### src/rtl/phy_stats_pkg.sv
package phy_stats_pkg;
  localparam int unsigned CNT_W   = 16;
  localparam int unsigned IDX_W   = 5;
  localparam logic [IDX_W-1:0] IDX_DISC = 5'd18;
  localparam logic [IDX_W-1:0] IDX_FC   = 5'd19;
  localparam logic [IDX_W-1:0] IDX_RXE  = 5'd21;
endpackage

### src/rtl/stat_counter.sv
module stat_counter #(
  parameter int unsigned W   = 16,
  parameter bit          SAT = 1'b0
) (
  input  logic         clk_i,
  input  logic         rst_ni,
  input  logic         inc_i,
  output logic [W-1:0] cnt_o
);
  logic at_max;
  assign at_max = &cnt_o;

  generate
    if (SAT) begin : g_sat
      always_ff @(posedge clk_i or negedge rst_ni) begin
        if (!rst_ni)                cnt_o <= '0;
        else if (inc_i && !at_max)  cnt_o <= cnt_o + 1'b1;
      end
    end else begin : g_wrap
      always_ff @(posedge clk_i or negedge rst_ni) begin
        if (!rst_ni)     cnt_o <= '0;
        else if (inc_i)  cnt_o <= cnt_o + 1'b1;
      end
    end
  endgenerate
endmodule

### src/rtl/fc_detect.sv
module fc_detect #(
  parameter int unsigned FC_WIN = 4
) (
  input  logic clk_i,
  input  logic rst_ni,
  input  logic crs_i,
  input  logic jk_det_i,
  output logic evt_o
);
  localparam int unsigned WIN_W = (FC_WIN < 2) ? 1 : $clog2(FC_WIN);
  localparam logic [WIN_W-1:0] WIN_LAST = WIN_W'(FC_WIN - 1);

  logic             crs_q, armed;
  logic [WIN_W-1:0] win;
  logic             rise, win_end;

  assign rise    = crs_i & ~crs_q;
  assign win_end = (win == WIN_LAST);
  // armed means the carrier is up and no delimiter has been seen yet
  assign evt_o   = armed & ~jk_det_i & (~crs_i | win_end);

  always_ff @(posedge clk_i or negedge rst_ni) begin
    if (!rst_ni) begin
      crs_q <= 1'b0;
      armed <= 1'b0;
      win   <= '0;
    end else begin
      crs_q <= crs_i;
      if (rise) begin
        armed <= ~jk_det_i;
        win   <= '0;
      end else if (armed) begin
        if (jk_det_i || !crs_i || win_end) armed <= 1'b0;
        else                               win   <= win + 1'b1;
      end
    end
  end
endmodule

### src/rtl/rx_pkt_track.sv
module rx_pkt_track (
  input  logic clk_i,
  input  logic rst_ni,
  input  logic rx_dv_i,
  input  logic rx_er_i,
  input  logic col_i,
  output logic evt_o
);
  logic dv_q, err_q, col_q;

  assign evt_o = ~rx_dv_i & dv_q & err_q & ~col_q;

  always_ff @(posedge clk_i or negedge rst_ni) begin
    if (!rst_ni) begin
      dv_q  <= 1'b0;
      err_q <= 1'b0;
      col_q <= 1'b0;
    end else begin
      dv_q <= rx_dv_i;
      if (rx_dv_i && !dv_q) begin
        err_q <= rx_er_i;
        col_q <= col_i;
      end else if (rx_dv_i) begin
        err_q <= err_q | rx_er_i;
        col_q <= col_q | col_i;
      end
    end
  end
endmodule

### src/rtl/phy_err_stats.sv
module phy_err_stats
  import phy_stats_pkg::*;
#(
  parameter int unsigned FC_WIN = 4
) (
  input  logic             clk_i,
  input  logic             rst_ni,
  input  logic             disc_pulse_i,
  input  logic             crs_i,
  input  logic             jk_det_i,
  input  logic             rx_dv_i,
  input  logic             rx_er_i,
  input  logic             col_i,
  input  logic [IDX_W-1:0] rd_idx_i,
  output logic [CNT_W-1:0] rd_data_o
);
  logic             fc_evt, rxe_evt;
  logic [CNT_W-1:0] disc_cnt, fc_cnt, rxe_cnt;

  fc_detect #(.FC_WIN(FC_WIN)) u_fc_det (
    .clk_i(clk_i), .rst_ni(rst_ni), .crs_i(crs_i), .jk_det_i(jk_det_i), .evt_o(fc_evt)
  );

  rx_pkt_track u_rx_trk (
    .clk_i(clk_i), .rst_ni(rst_ni), .rx_dv_i(rx_dv_i), .rx_er_i(rx_er_i),
    .col_i(col_i), .evt_o(rxe_evt)
  );

  stat_counter #(.W(CNT_W), .SAT(1'b0)) u_disc_cnt (
    .clk_i(clk_i), .rst_ni(rst_ni), .inc_i(disc_pulse_i), .cnt_o(disc_cnt)
  );
  stat_counter #(.W(CNT_W), .SAT(1'b1)) u_fc_cnt (
    .clk_i(clk_i), .rst_ni(rst_ni), .inc_i(fc_evt), .cnt_o(fc_cnt)
  );
  stat_counter #(.W(CNT_W), .SAT(1'b1)) u_rxe_cnt (
    .clk_i(clk_i), .rst_ni(rst_ni), .inc_i(rxe_evt), .cnt_o(rxe_cnt)
  );

  always_comb begin
    unique case (rd_idx_i)
      IDX_DISC: rd_data_o = disc_cnt;
      IDX_FC:   rd_data_o = fc_cnt;
      IDX_RXE:  rd_data_o = rxe_cnt;
      default:  rd_data_o = '0;
    endcase
  end
endmodule

### config.mk
export PLATFORM = sky130hd
export DESIGN_NAME = phy_err_stats
export DESIGN_NICKNAME = d
export VERILOG_FILES = /design/src/rtl/phy_stats_pkg.sv /design/src/rtl/stat_counter.sv /design/src/rtl/fc_detect.sv /design/src/rtl/rx_pkt_track.sv /design/src/rtl/phy_err_stats.sv
export SDC_FILE = /design/constraint.sdc
export NUM_CORES = 1
export LEC_CHECK = 0
export BUFFER_PORTS_ARGS = -buffer_cell sky130_fd_sc_hd__buf_2
export CORE_MARGIN = 1.5
export CORE_UTILIZATION = 49
export DETAILED_ROUTE_END_ITERATION = 7
export GPL_ROUTABILITY_DRIVEN = 1
export GPL_TIMING_DRIVEN = 0
export PLACE_DENSITY = 0.68
export SLEW_MARGIN = 10
export SYNTH_ARGS = -nofsm -noshare
export SYNTH_HDL_FRONTEND = slang
export SYNTH_SLANG_ARGS = --single-unit
export TNS_END_PERCENT = 5
### constraint.sdc
create_clock -name clk_i -period 3.3 [get_ports clk_i]
set_input_delay 0 -clock clk_i [delete_from_list [all_inputs] [get_ports clk_i]]
set_output_delay 0 -clock clk_i [all_outputs]
set_load 0.005 [all_outputs]
== After elaboration in Yosys (flattened, before gate mapping) ==
Index checks and enable logic that the tools add are counted.

* Equal/unequal tests: 5
* Add/subtract/negate cells: 4
* Multiplexer cells: 11
* Bitwise logic cells: 14
* Reduce and logical (&&, ||, !) cells: 14

{| class="wikitable"
|+ Operators with widths
! operator !! number
|-
| adder 16 x 1 -> 16 bit, second input constant || 3
|-
| one-hot mux 16 bit (3 select lines) || 1
|-
| AND reduction 16 bit || 2
|-
| equality test 5 bit, second input constant || 3
|-
| 2-to-1 mux 1 bit || 7
|-
| bitwise AND 1 bit || 6
|-
| 2-to-1 mux 2 bit || 3
|-
| NOT 1 bit || 5
|-
| zero test 1 bit || 4
|-
| nonzero test 2 bit || 2
|-
| logical AND 1 bit || 3
|-
| bitwise OR 1 bit || 3
|-
| adder 2 x 1 -> 2 bit, second input constant || 1
|-
| equality test 2 bit, second input constant || 1
|-
| logical OR 1 bit || 2
|-
| inequality test 2 x 1 -> 1 bit, second input constant || 1
|-
| AND reduction 2 bit || 1
|}

* Word-level logic and storage cells: 57
* Output and inout bits: 16
* Register bits after elaboration: 55
* Input port bits: 13

== Depth between registers and ports, before layout ==
Gate-level depths: netlist of the first run.

* Depth in word-level cells: 6
* Depth in mapped cells: 6
* Depth with buffers taken out: 5

== By module ==
Synthesis of the first run repeated with hierarchy kept, for this count alone.

* Cells, all modules: 272
* Area total of the unflattened synthesis: 3072.9 µm²

{| class="wikitable"
|+ Modules (own cells, without submodules)
! module !! cells each !! seq. area each (µm²) !! area an instance (µm²) !! times used
|-
| stat_counter at u_fc_cnt ... || 75 || 400.4 || 840.8 || 2
|-
| stat_counter at u_disc_cnt || 56 || 400.4 || 695.7 || 1
|-
| phy_err_stats || 40 || 0.0 || 376.6 || 1
|-
| fc_detect || 19 || 100.1 || 207.7 || 1
|-
| rx_pkt_track || 7 || 75.1 || 111.4 || 1
|}

== Worst setup path before layout of the first run ==
OpenSTA, ideal clock, no wires.

* Path kind: flip-flop to flip-flop
* Start: reg u_rxe_cnt.cnt_o[0]
* End: reg u_rxe_cnt.cnt_o[1]
* Setup time: 125 ps
* Stages on the path, launching flop included: 7
* Data arrival time: 1582 ps
* Path slack: 1593 ps
* Period minus slack after synthesis: 1707 ps
* Cell sequence: dfrtp_1 > ha_1 > and3_1 > and4_1 > buf_4 > nor2b_2 > mux2_4

* Word-level cells in the longest chain between the ends: 3

{| class="wikitable"
|+ RTL lines
! element !! line !! source
|-
| start: declaration || stat_counter.sv:8 || <nowiki>output logic [W-1:0] cnt_o</nowiki>
|-
| start signal: assignment || stat_counter.sv:17 || <nowiki>else if (inc_i && !at_max) cnt_o <= cnt_o + 1'b1;</nowiki>
|-
| branches (longest 3 deep; another with adder 16 x 1 -> 16 bit) || -- ||
|}

Parallel ways; which one is timed is not known.
A chain may end at the register's enable or synchronous reset.

== Worst setup path in the final report of the first run ==
Ends and elaborated chain as after synthesis.

==> results of run 1 <==
-- synthesized netlist by cell type (2+ instances only) --
master                      instances
sky130_fd_sc_hd__a21oi_1            2
sky130_fd_sc_hd__a22o_1             4
sky130_fd_sc_hd__and3_1             6
sky130_fd_sc_hd__and4_1             5
sky130_fd_sc_hd__and4_4             2
sky130_fd_sc_hd__buf_2              3
sky130_fd_sc_hd__buf_4              3
sky130_fd_sc_hd__clkbuf_1           2
sky130_fd_sc_hd__dfrtp_1           55
sky130_fd_sc_hd__ha_1               4
sky130_fd_sc_hd__inv_1              3
sky130_fd_sc_hd__mux2_1             2
sky130_fd_sc_hd__mux2i_1           18
sky130_fd_sc_hd__nand2_1           14
sky130_fd_sc_hd__nand2b_1           2
sky130_fd_sc_hd__nand3_1           16
sky130_fd_sc_hd__nand3_2            2
sky130_fd_sc_hd__nand4_1            9
sky130_fd_sc_hd__nor2_1            11
sky130_fd_sc_hd__nor2b_1            2
sky130_fd_sc_hd__nor3_1             6
sky130_fd_sc_hd__nor3b_1            3
sky130_fd_sc_hd__nor3b_2            4
sky130_fd_sc_hd__nor4_1             4
sky130_fd_sc_hd__nor4_2             4
sky130_fd_sc_hd__nor4b_2            4
sky130_fd_sc_hd__o2bb2ai_1         15
sky130_fd_sc_hd__xnor2_1            9
sky130_fd_sc_hd__xor2_1            33
-- what timing repair did --
action	4_1_cts	5_1_grt
hold endpoints to repair	62	0
hold buffers	7	0
buffers inserted	0	0
-- worst reg2reg max path, delay by kind of cell (launching register included) --
kind | cells | cell delay [ns]
buffers and inverters | 1 | 0.16
adder cells (fa/ha/maj) | 1 | 0.25
multiplexers | 1 | 0.31
AND/OR/NAND/NOR | 3 | 0.57
flip-flops | 1 | 0.44
-- stage by stage --
step	instances	cell area, sq um	setup slack [ns]
3_3_place_gp	364	3230	1.47
2_1_floorplan	262	3000	1.59
4_1_cts	378	3390	1.45
3_5_place_dp	364	3230	1.47
5_1_grt	378	3390	1.38
6_report	378	3390	1.46
-- worst paths after layout --
| kind | startpoint | to | slack [ns] |
|---|---|---|---|
| min in group clk_i | rd_idx_i[1] | rd_data_o[10] | 0.30 |
| min | rst_ni | u_rxe_cnt.cnt_o[14]$_DFFE_PN0P_ | 0.26 |
| max in group asynchronous | rst_ni | u_disc_cnt.cnt_o[15]$_DFFE_PN0P_ | 2.56 |
| min reg2reg | u_disc_cnt.cnt_o[15]$_DFFE_PN0P_ | u_disc_cnt.cnt_o[15]$_DFFE_PN0P_ | 0.48 |
| max reg2reg | u_rxe_cnt.cnt_o[0]$_DFFE_PN0P_ | u_rxe_cnt.cnt_o[1]$_DFFE_PN0P_ | 1.46 |
| max | u_rxe_cnt.cnt_o[0]$_DFFE_PN0P_ | u_rxe_cnt.cnt_o[1]$_DFFE_PN0P_ | 1.46 |
-- cells by family after synthesis --
family	count (synthesis)
AOI/OAI and AO/OA	26
xor gates and xnor gates	42
adders and majority gates	4
buffers and inverters	11
DFF	55
muxes	22
and+or+nand+nor	102
-- state kept, by name, indices dropped and copies added (netlist names) --
signal,count
u_fc_det.armed,1
u_rx_trk.err_q,1
u_disc_cnt.cnt_o,16
u_rx_trk.dv_q,1
u_fc_det.crs_q,1
u_rx_trk.col_q,1
u_fc_det.win,2
u_rxe_cnt.cnt_o,16
u_fc_cnt.cnt_o,16
-- power groups by stage --
| stage | registers [mW] | logic, mW | clock network, mW |
|---|---|---|---|
| 6_report | 0.875 | 0.233 | 0.380 |
| 5_1_grt | 0.894 | 0.274 | 0.418 |
| 4_1_cts | 0.875 | 0.238 | 0.392 |
| 3_5_place_dp | 0.889 | 0.230 | 0 |
| 3_3_place_gp | 0.886 | 0.223 | 0 |
| 2_1_floorplan | 0.860 | 0.170 | 0 |
-- layout make-up --
type,instances,area (sq um),area share [%]
clock buffers,6,82.6,2.44
multi-input cells,196,1570,46.2
plain buffers,8,45.0,1.33
flip-flops and latches,55,1380,40.6
clock inverters,1,5.00,0.148
repair buffers,34,208,6.13
inverters,3,11.3,0.332
well taps,75,93.8,2.77
-- metal layers --
layer  vias to the layer above  track usage (%)
li1                       1045                -
met1                      1040             28.7
met2                        43             33.7
met3                         7             4.38
met4                         0             5.86
met5                         -                0
==> metrics list, run 1 <==
* Highest-delay cell along the critical path: sky130_fd_sc_hd__dfrtp_1
* Worst Clk Skew: 0.00919 ns
- Of the total power, the share spent switching nets is roughly 29%.
- Layout cells sized above 1: roughly a fifth
* Total vias in the final route: roughly 2.1k
* Seq pwr share: 58.8%
- Clock slew seen by the registers of the worst setup and hold paths: 0.10 ns
- Once layout is complete, the utilization of the core stands at between 50 and 60%.
* Mapped Nets: 279
* Number of global-route vias before repair: 2237
* Num CTS Buffers: 5
- Setup tns final: 0 ns
- Largest delay share family, worst path: simple AND/OR/NAND/NOR gates
- MaxCap Viol Count: 0
- Of the total power, combinational logic draws between 15 and 20%.
- Routed metal-1 wire length: ~2900 um
- Crit Path Class: reg2reg
- Power density cells: 439 nW/um^2
* Critical path buffer and inverter count: 1
- Area of the core: a little under 6000 sq um
* Pins Over Slew Limit: 0
* Switching power of the nets: 0.435 mW
* Post-Route Hold Slack: roughly 0.26 ns
- Transition time at the pin with the least slew margin: 0.702 ns
* Routed wire length on met3: 214 um
* Most common cell after layout, fill and taps aside: sky130_fd_sc_hd__dfrtp_1
* Overall Global Routing Usage: 20.9%
- Counting flops with a built-in enable in the synthesized netlist gives 0.
- Commonest cells after routing, fill and taps aside: sky130_fd_sc_hd__dfrtp_1, sky130_fd_sc_hd__xor2_1, sky130_fd_sc_hd__buf_2
- The hold violation total from the final report came to 0.
- The synthesized netlist devotes 7.13% of its cell area to compound gates.
* # diodes: 0
- First-pass iteration count of the detailed router: 4
* Combinational family with the most area after synthesis: simple AND/OR/NAND/NOR gates
* Worst Path Max Fanout: 6
- The clock network is responsible for 25.6% of the overall power.
* Int Power: 1.05 mW
- Mux contribution to synthesized area: 7.63%
- Chip Width: 81.2 um
- Worst stage delay on the critical path: 0.44 ns
* Crit start category: register
- The initial utilization of the core area, before any placement, comes to 50.7%.
* Largest area contributor in the netlist: sky130_fd_sc_hd__dfrtp_1
* Arithmetic-cell share of the synthesized area counting full adders, half adders and majority gates: 1.67%
- Post-synthesis xor/xnor area fraction: roughly an eighth
* Worst path arrival time: around 2 ns
- Period utilization: 55.7%
* Total die area: ~6600 sq um
* Post-CTS resize count: 0
- Worst skew pair latency: 0.31 ns
* Worst slew slack as a fraction of its limit: a little over half
- Post-detailed-routing wire length: 5970 um
- Top Ports: 29
- At the end of routability-driven placement, the weighted congestion stood at 0.823.
- Ranking of synthesized cells by area: sky130_fd_sc_hd__dfrtp_1, sky130_fd_sc_hd__xor2_1, sky130_fd_sc_hd__mux2i_1
* Initial drt markers: 96
- In this run the static leakage power is 1.62 nW.
* CTS root buf: sky130_fd_sc_hd__clkbuf_8
* Fraction of registers with async set or reset after synthesis: 100%
- In the routed layout, each cell is associated on average with a via count of 5.65.
- Counting I/O delays and the setup requirement, the final critical path takes 1.84 ns.
- Buffers on Ports: 27
- Setup repair after global routing left no endpoint under its margin.
* Worst reg-to-reg path cell count: 6
- From synthesis to final layout, the design area changed by 13.0%.
- Counting buffers and inverters, the worst setup path is 6 cells deep.
- The first global-routing pass estimated 10400 um of wire.
- The synthesized netlist contains 44 unique library cells.
- Flip-flop and latch count after synthesis: 55
* Setup violations, final: 0
- The clock net in this run drives a total of 55 sinks.
- Met2 routed wirelength: 2820 um
- Yosys warning count: 0
* Number of antenna violations at the first check in global routing: 0
- The most used flip-flop cell after synthesis is sky130_fd_sc_hd__dfrtp_1.
* Ordered cell list for the critical path: ha_1 > and3_1 > and4_1 > buf_4 > nor2b_2 > mux2_4
- CTS max path bufs: 2
- Routed len/inst: 15.8 um
- Area fraction of the dominant cell type after synthesis: a little under half
- Cell Area, Synth: 3000 sq um
- Overflow left after global routing: 0
- In this run the number of H-tree levels came out at 2.
- Routed signal wires occupy layers up through met4.
* Post-synthesis sequential area ratio: 45.9%
* Max Clk Rate: 544 MHz
- In this run the remaining antenna-violating nets after routing total 0.
- Post-layout net count: 320
* Half-perimeter wire length after placement: 4420 um
- Synthesized-area fraction occupied by and/or/nand/nor cells: 23.5%
- Entering global routing, the biggest net connects 56 pins.
- For this run, design rule violations remaining after detail routing come to 0.
* TritonCTS clock tree: yes
* Hold crit path type: in2async
- Kind of end point of the critical path: register
- Cells after Synth: 262
- The initialized floorplan defines 28 standard-cell rows.
- Overall power consumption after layout is estimated at 1.49 mW.
- Floorplan die height: a little over 80 um
- After filler insertion, the fill cell instance count of the layout stands at 517.
* Run status: finished, final reports clean
- Across the VDD grid, the largest voltage drop is 0.000313 V.
- Endpoint required time on the critical path: 3.50 ns
- Synthesized area divided by synthesized cell count: 11.4 sq um
(Power assumes the default switching activity.)
==> inputs of run 2 (changes only) <==
Settings changed: ABC_AREA from default to 1.
Clock period 3.3 ns to 1.7 ns, I/O delays scaled along.
==> run 2 against run 1 <==
  * The flow now finishes with violations (design-rule violations)
  * Power rose by 120%
  * Worst setup slack got worse by 1.4 ns
  * Cell count rose by 56%
  * Die area rose by 11%
  * Register-to-register slack got worse by 1.4 ns
  * First-iteration DRC count rose by 110%
  * Routed wire length rose by 33%
  * Via count rose by 44%
  * Global-route usage rose by 2.2 points
  * Sequential cell count did not move
  * Combinational power rose to 3.3 times the previous value
  * Count of clock-buffer cells in the layout fell by 1
  * Highest routed layer unchanged
==> metrics list, run 2 <==
- The sequential cell area was 1380 sq um (unchanged).
* Largest area contributor in the netlist: sky130_fd_sc_hd__dfrtp_1
- Most common cell after layout, fill and taps aside: sky130_fd_sc_hd__nand2_1
- The headroom to the max-slew limit was 52.0% (-1.2 points).
- The final-stage net count came to 528 (+65%).
* Cell Area, Synth: 3330 sq um (+11%)
* Ranking of synthesized cells by area: sky130_fd_sc_hd__dfrtp_1, sky130_fd_sc_hd__nand2_1, sky130_fd_sc_hd__inv_1
* Transition time at the pin with the least slew margin: 0.720 ns (+0.0187 ns)
- Cells after Synth: 465 (+77%)
* Crit Path Class: reg2reg
- Final RePlAce weighted congestion: 0.885 (+7.6%)
* Hold crit path type: in2async
* Max Clk Rate: 621 MHz (+14%)
- The combined global-route utilization of all metal layers is 23.1% (+2.2 points).
- Fraction of registers with async set or reset after synthesis: 100% (unchanged)
- Top Usage Layer GRT: met2
- Pre-CTS setup slack: -0.0586 ns (-1.53 ns)
- Flip-flop and latch count after synthesis: 55 (unchanged)
- Setup repair after global routing missed its margin: false
- Multi-input logic area: 1720 sq um (+9.7%)
- # diodes: 0 (unchanged)
- Number of antenna violations at the first check in global routing: 0 (unchanged)
- The via-per-instance ratio was 5.22 (-7.6%).
* Final hold violation count: 0 (unchanged)
* Fill cell total of the finished layout: 632 (+22%)
* Drc violations: 1 (+1)
- Worst skew pair latency: 0.31 ns (about the same)
- Met2 Resource Use GR: 36.6% (+3.0 points)
- Pins Over Slew Limit: 0 (unchanged)
* Top Ports: 29 (unchanged)
- The via count of the first global-routing pass was 2868 (+28%).
* Clock slew seen by the registers of the worst setup and hold paths: 0.10 ns (about the same)
* Failing checks: design-rule violations
* Buffers on Ports: 28 (+3.7%)
- Worst Clk Skew: 0.0128 ns (+0.00356 ns)
- The first-pass iteration count of the detailed router is 6 (+2).
* Setup slack on the worst flop-to-flop path: 0.09 ns (-1.37 ns)
- Endpoint required time on the critical path: 1.90 ns (-1.60 ns)
- The deepest level of the CTS H-tree came to 2 (unchanged).
- First-pass GRT wire length: 13500 um (+29%)
* Min Tclk post-route: 1.61 ns (-0.228 ns)
- Yosys warning count: 0 (unchanged)
- Synthesized area divided by synthesized cell count: 7.15 sq um (-37%)
- The clock sink count was 55 (unchanged).
* Leakage component of the power: 1.81 nW (+12%)
- The global-route met3 utilization was 3.89% (-0.49 points).
- Area fraction of the dominant cell type after synthesis: 41.4% (-4.5 points)
* Global routing met1 resource utilization: 33.2% (+4.6 points)
- The total number of vias was 3068 (+44%).
- The maximum root-to-sink buffer count is 2 (unchanged).
- Mapped Nets: 482 (+73%)
- The total grt overflow is 0 (unchanged).
- The largest registers in the layout are u_disc_cnt.cnt_o: 16 flops, u_fc_cnt.cnt_o: 16 flops, u_rxe_cnt.cnt_o: 16 flops.
* Most frequent cell after synthesis: sky130_fd_sc_hd__nand2_1
- TritonCTS clock tree: yes
- Initial drt markers: 202 (+110%)
* Crit start category: register
- The post-DP HPWL is 5980 um (+35%).
- CTS root buf: sky130_fd_sc_hd__clkbuf_8
- Pin count of the biggest net entering global routing: 56 (unchanged)
* Most common library cells after synthesis: sky130_fd_sc_hd__nand2_1, sky130_fd_sc_hd__dfrtp_1, sky130_fd_sc_hd__inv_1, sky130_fd_sc_hd__nor2_1, sky130_fd_sc_hd__nand3_1
* Kind of end point of the critical path: register
* Run status: finished with violations
- In the synthesized netlist the dominant register cell turns out to be sky130_fd_sc_hd__dfrtp_1.
* EDFF count, synth: 0 (unchanged)
- Relative to the synthesized area, the layout overhead comes to 13.2%.
* Post-detailed-routing wire length: 7950 um (+33%)
* Worst Path Max Fanout: 10 (+4)
* Num CTS Buffers: 5 (unchanged)
- The worst voltage drop across the vdd grid came to 0.000668 V (+110%).
- The library cells used most frequently in the layout, excluding fill and tap cells, are sky130_fd_sc_hd__nand2_1, sky130_fd_sc_hd__dfrtp_1, sky130_fd_sc_hd__inv_1, sky130_fd_sc_hd__nor2_1, sky130_fd_sc_hd__buf_2.
* Starting Density: 51.5% (+0.86 points)
* Post-synthesis sequential area ratio: 41.4% (-4.5 points)
- Post-synth cell types: 27 (-39%)
- The fraction of layout instances using a drive strength above 1 is 11.7% (-9.4 points).
- The arrival time of data at the critical path endpoint was 1.81 ns (-0.23 ns).
- The least setup slack across all paths after layout came to 0.0902 ns (-1.37 ns).
- Number of placement rows: 29 (+3.6%)
* Post-Route Hold Slack: 0.264 ns (+0.00788 ns)
* Chip Width: 85.4 um (+5.1%)
- The number of setup violations in the final report was 0 (unchanged).
- The power density over the cells came to 861 nW/um^2 (+96%).
- The core area came to 6460 sq um (+9.1%).
- Total die area: 7290 sq um (+11%)
- The number of max-capacitance violations reported was 0 (unchanged).
* Antenna-violating nets left: 0 (unchanged)
- Routed len/inst: 13.5 um (-14%)
- The die boundary height is 85.4 um (+5.1%).
- Period utilization: 94.7% (+39 points)
[run 2: changes by cell type in the layout (fill, tap and decap cells not counted), sizes merged, moves of 11 or more]
cell,change
xor2,-13
mux2i,-18
o221ai,+12
nor2,+43
o2bb2ai,-15
o21ai,+11
inv,+48
nand2,+184
[run 2: cells by family (layout without fill, tap and decap cells)]
group	count (synthesis)	in the layout	share of synthesized area [%]
AO/OA/AOI/OAI	28	28	6.51
XOR/XNOR	26	26	6.84
adder cells (fa/ha/maj)	4	4	1.50
buffers and inverters	58	104	7.41
flip-flops	55	55	41.4
AND/OR/NAND/NOR	294	294	36.4
[run 2: path summary, 6_finish.rpt]
| path | depth (start not counted) | startpoint | end |
|---|---|---|---|
| worst max register to register | 8 | u_fc_cnt.cnt_o[0]$_DFFE_PN0P_ | u_fc_cnt.cnt_o[10]$_DFFE_PN0P_ |
| max in group asynchronous | 2 | rst_ni | u_rxe_cnt.cnt_o[3]$_DFFE_PN0P_ |
| worst min-delay path | 2 | rst_ni | u_rxe_cnt.cnt_o[8]$_DFFE_PN0P_ |
| min in group clk_i | 2 | rx_dv_i | u_rx_trk.dv_q$_DFF_PN0_ |
| worst min register to register | 2 | u_disc_cnt.cnt_o[15]$_DFFE_PN0P_ | u_disc_cnt.cnt_o[15]$_DFFE_PN0P_ |
| worst max-delay path | 8 | u_fc_cnt.cnt_o[0]$_DFFE_PN0P_ | u_fc_cnt.cnt_o[10]$_DFFE_PN0P_ |
[run 2: area by class of cell]
cell class              count  share of cell area (%)
clock buffers               5                    1.83
plain buffers               8                    1.56
clock inverters             2                   0.432
well taps                  77                    2.56
multi-input cells         352                    45.6
flip-flops and latches     55                    36.5
repair buffers             39                    6.45
inverters                  50                    4.98
[run 2: critical path: stages (launching register included)]
cell and delay (ns):
sky130_fd_sc_hd__dfrtp_1 0.44, sky130_fd_sc_hd__ha_4 0.20, sky130_fd_sc_hd__nand3_1 0.12, sky130_fd_sc_hd__inv_1 0.09, sky130_fd_sc_hd__nand2_2 0.09, sky130_fd_sc_hd__o21a_1 0.28, sky130_fd_sc_hd__buf_6 0.17, sky130_fd_sc_hd__nand2_1 0.06
sky130_fd_sc_hd__nand2_1 0.05
[run 2: timing repair]
item	4_1_cts	5_1_grt
setup endpoints to repair	10	23
endpoints found under the hold margin	62	0
gates resized for setup	1	2
buffers inserted	2	2
hold buffers	7	0
pin swaps	0	1
[run 2: routing by layer]
layer | vias up | routed length, um
li1 | 1553 | -
met1 | 1423 | 3850
met2 | 82 | 3600
met3 | 10 | 399
met4 | 0 | 105
met5 | - | 0
[run 2: through the flow]
stage | util [%] | std cells | power (mW) | TNS [ns] | area (sq um)
finish | 58.3 | 588 | 3.24 | 0 | 3770
global route | 58.3 | 588 | 3.45 | 0 | 3770
CTS | 57.9 | 586 | 3.23 | 0 | 3740
detailed placement | 55.2 | 570 | 2.46 | -0.482 | 3570
global placement | 55.2 | 570 | 2.42 | -0.303 | 3560
floorplan | - | 465 | 2.23 | 0 | 3330
[run 2: where the power goes]
| group | switching [mW] | total (mW) | internal [mW] |
|---|---|---|---|
| clock network | 0.444 | 0.733 | 0.288 |
| registers | 0.215 | 1.73 | 1.52 |
| logic | 0.452 | 0.777 | 0.325 |
==> inputs of run 3 (changes only) <==
Settings changed: CORE_UTILIZATION 49 to 50, PLACE_DENSITY 0.68 to 0.74, SLEW_MARGIN 10 to 20.
==> run 3 against run 2 <==
  * The run now ends clean
  * Die area is 1.9% lower
  * Fmax is 2.4% higher
  * Non-clock buffer count is 1 lower
  * Clock skew is 0.0018 ns higher
  * Critical path type unchanged
  * Largest cell class unchanged
==> metrics list, run 3 (synthesis gave the netlist of run 2 again) <==
- TritonCTS built the clock tree.
* Commonest cells after routing, fill and taps aside: sky130_fd_sc_hd__nand2_1, sky130_fd_sc_hd__dfrtp_1, sky130_fd_sc_hd__inv_1
* Final worst setup slack: 0.128 ns (+0.0380 ns)
- The library cell used most frequently in the layout, excluding fill and tap cells, is sky130_fd_sc_hd__nand2_1.
- Hold crit path type: in2async
* Multi-input logic area: 1720 sq um (+0.15%)
- The routed wire length per instance is 13.3 um (-1.9%).
- The number of diodes added for antenna fixing came to 0 (unchanged).
- The worst voltage drop across the vdd grid came to 0.000661 V (-1.1%).
- The maximum root-to-sink buffer count came to 2 (unchanged).
* First-pass iteration count of the detailed router: 5 (-1)
* Post-layout net count: 527 (-0.19%)
* Placed inst area: 3570 sq um (unchanged)
* CTS root buf: sky130_fd_sc_hd__clkbuf_8
* Worst slew slack as a fraction of its limit: 52.9% (+0.93 points)
- The largest registers in the layout are u_disc_cnt.cnt_o: 16 flops, u_fc_cnt.cnt_o: 16 flops, u_rxe_cnt.cnt_o: 16 flops.
* Worst path arrival time: 1.81 ns (about the same)
* Number of placement rows: 29 (unchanged)
* Setup tns final: 0 ns (unchanged)
- Half-perimeter wire length after placement: 5840 um (-2.3%)
- Total vias in the final route: 3093 (+0.81%)
- The flow ran to the end, and the final reports show no timing, DRC or antenna violations.
- Leakage component of the power: 1.82 nW (about the same)
- The worst setup path is of the reg2reg kind.
- The area growth from synthesis to layout is 13.4%.
- The die boundary height came to 84.6 um (-0.97%).
* Max Clk Rate: 636 MHz (+2.4%)
- The hold violation total from the final report is 0 (unchanged).
- Buffers on Ports: 28 (unchanged)
* Pre-CTS setup slack: 0.0166 ns (+0.0752 ns)
- Endpoint required time on the critical path: 1.94 ns (+0.04 ns)
- The number of setup violations in the final report came to 0 (unchanged).
* Power density cells: 861 nW/um^2 (about the same)
- Pin count of the biggest net entering global routing: 56 (unchanged)
* Total power consumption of the routed design: 3.25 mW (+0.18%)
* Period utilization: 92.5% (-2.2 points)
- Top Ports: 29 (unchanged)
- Min Tclk post-route: 1.57 ns (-0.0380 ns)
* Worst Clk Skew: 0.0146 ns (+0.00181 ns)
- Storage element area: 1380 sq um (+0.18%)
- Worst Path Max Fanout: 10 (unchanged)
* Kind of end point of the critical path: register
- Overall Global Routing Usage: 23.6% (+0.41 points)
- Layout cells sized above 1: 12.1% (+0.39 points)
- First-pass GRT wire length: 13500 um (+0.21%)
- The number of max-slew violations in the final report was 0 (unchanged).
* Setup slack on the worst flop-to-flop path: 0.13 ns (+0.04 ns)
* Clock slew seen by the registers of the worst setup and hold paths: 0.10 ns (about the same)
* Drc violations: 0 (-1)
- Placed cell count: 570 (unchanged)
* Post-DR vias/cell: 5.26 (+0.81%)
- MaxCap Viol Count: 0 (unchanged)
- The transition time at the pin with the least slew margin is 0.706 ns (-0.0139 ns).
- The source-to-sink clock delay at the later pin of the worst-skew pair came to 0.31 ns (about the same).
- The logic depth of the worst register-to-register path came to 8 (unchanged).
- The DRC marker count from the first detailed-route iteration is 195 (-3.5%).
- The startpoint identified for the worst register-to-register timing path is u_fc_cnt.cnt_o[0]$_DFFE_PN0P_.
* Number of global-route vias before repair: 2895 (+0.94%)
- Crit start category: register
- The number of cells in the finished layout apart from fillers was 588 (unchanged).
* Number of antenna violations at the first check in global routing: 0 (unchanged)
* Antenna-violating nets left: 0 (unchanged)
* Chip Width: 84.6 um (-0.97%)
- The global placement routability congestion is 0.868 (-1.9%).
- The core area came to 6390 sq um (-1.1%).
* CTS sink cnt: 55 (unchanged)
- Fill cell total of the finished layout: 585 (-7.4%)
- The effective utilization at floorplan came to 52.1% (+0.59 points).
- The design area came to 3770 sq um (+0.20%).
- Overflow left after global routing: 0 (unchanged)
- The final wirelength was 7800 um (-1.9%).
- Total die area: 7150 sq um (-1.9%)
- The deepest level of the CTS H-tree is 2 (unchanged).
- The number of buffers added by the clock tree synthesis step was 5 (unchanged).
- The worst register-to-register path ends at u_fc_cnt.cnt_o[1]$_DFFE_PN0P_.
==> run 3: how the worst max path moves through the flow <==
| stage | to | startpoint | slack, ns |
|---|---|---|---|
| 6_report | u_fc_cnt.cnt_o[1]$_DFFE_PN0P_ | u_fc_cnt.cnt_o[0]$_DFFE_PN0P_ | 0.13 |
| 3_5_place_dp | u_fc_cnt.cnt_o[1]$_DFFE_PN0P_ | u_fc_cnt.cnt_o[1]$_DFFE_PN0P_ | 0.02 |
| 4_1_cts | u_fc_cnt.cnt_o[1]$_DFFE_PN0P_ | u_fc_cnt.cnt_o[1]$_DFFE_PN0P_ | 0.03 |
| 2_1_floorplan | u_fc_cnt.cnt_o[0]$_DFFE_PN0P_ | u_fc_cnt.cnt_o[0]$_DFFE_PN0P_ | 0.22 |
| 3_3_place_gp | u_fc_cnt.cnt_o[5]$_DFFE_PN0P_ | u_fc_cnt.cnt_o[1]$_DFFE_PN0P_ | 0.04 |
| 5_1_grt | u_rxe_cnt.cnt_o[14]$_DFFE_PN0P_ | u_rxe_cnt.cnt_o[1]$_DFFE_PN0P_ | -0.0001 |
==> run 3: critical path: stages (launching register included) <==
cell	delay, ns
sky130_fd_sc_hd__dfrtp_2	0.46
sky130_fd_sc_hd__ha_4	0.20
sky130_fd_sc_hd__nand3_1	0.11
sky130_fd_sc_hd__inv_1	0.06
sky130_fd_sc_hd__nand2_2	0.10
sky130_fd_sc_hd__o21a_1	0.28
sky130_fd_sc_hd__buf_6	0.18
sky130_fd_sc_hd__nand2_1	0.06
sky130_fd_sc_hd__nand2_1	0.06
==> run 3: routing by layer <==
| layer | GRT usage (%) | share of wire, % |
|---|---|---|
| met4 | 7.62 | 1.8 |
| met2 | 38.2 | 46 |
| met1 | 32.6 | 47 |
| met5 | 0 | 0 |
| met3 | 3.44 | 5.2 |
==> run 3: what timing repair did <==
action                                  in CTS  in global routing
hold buffers                                 7                  0
setup buffers                                0                  3
gates cloned                                 0                  0
pin swaps                                    0                  1
resized for setup                            1                  5
endpoints found under the setup margin       1                 19
hold endpoints to repair                    62                  0
==> run 3: final cells by class <==
type,instances,area share [%]
Sequential cell,55,36.5
Clock buffer,7,2.29
Tap cell,77,2.55
Inverter,50,4.97
Timing Repair Buffer,38,6.23
Clock inverter,1,0.232
Multi-Input combinational cell,352,45.6
Buffer,8,1.56
==> run 3: power by group <==
part           switching [mW]  internal (mW)  total, mW
clock                   0.434          0.335      0.769
sequential              0.224           1.52       1.75
combinational           0.431          0.303      0.734
==> run 3: per-stage QoR <==
| stage | hold slack, ns | util [%] |
|---|---|---|
| detailed placement | 0.0974 | 55.8 |
| floorplan | -0.296 | - |
| global route | 0.343 | 59.1 |
| CTS | 0.303 | 58.5 |
| global placement | 0.151 | 55.8 |
| finish | 0.268 | 59.1 |
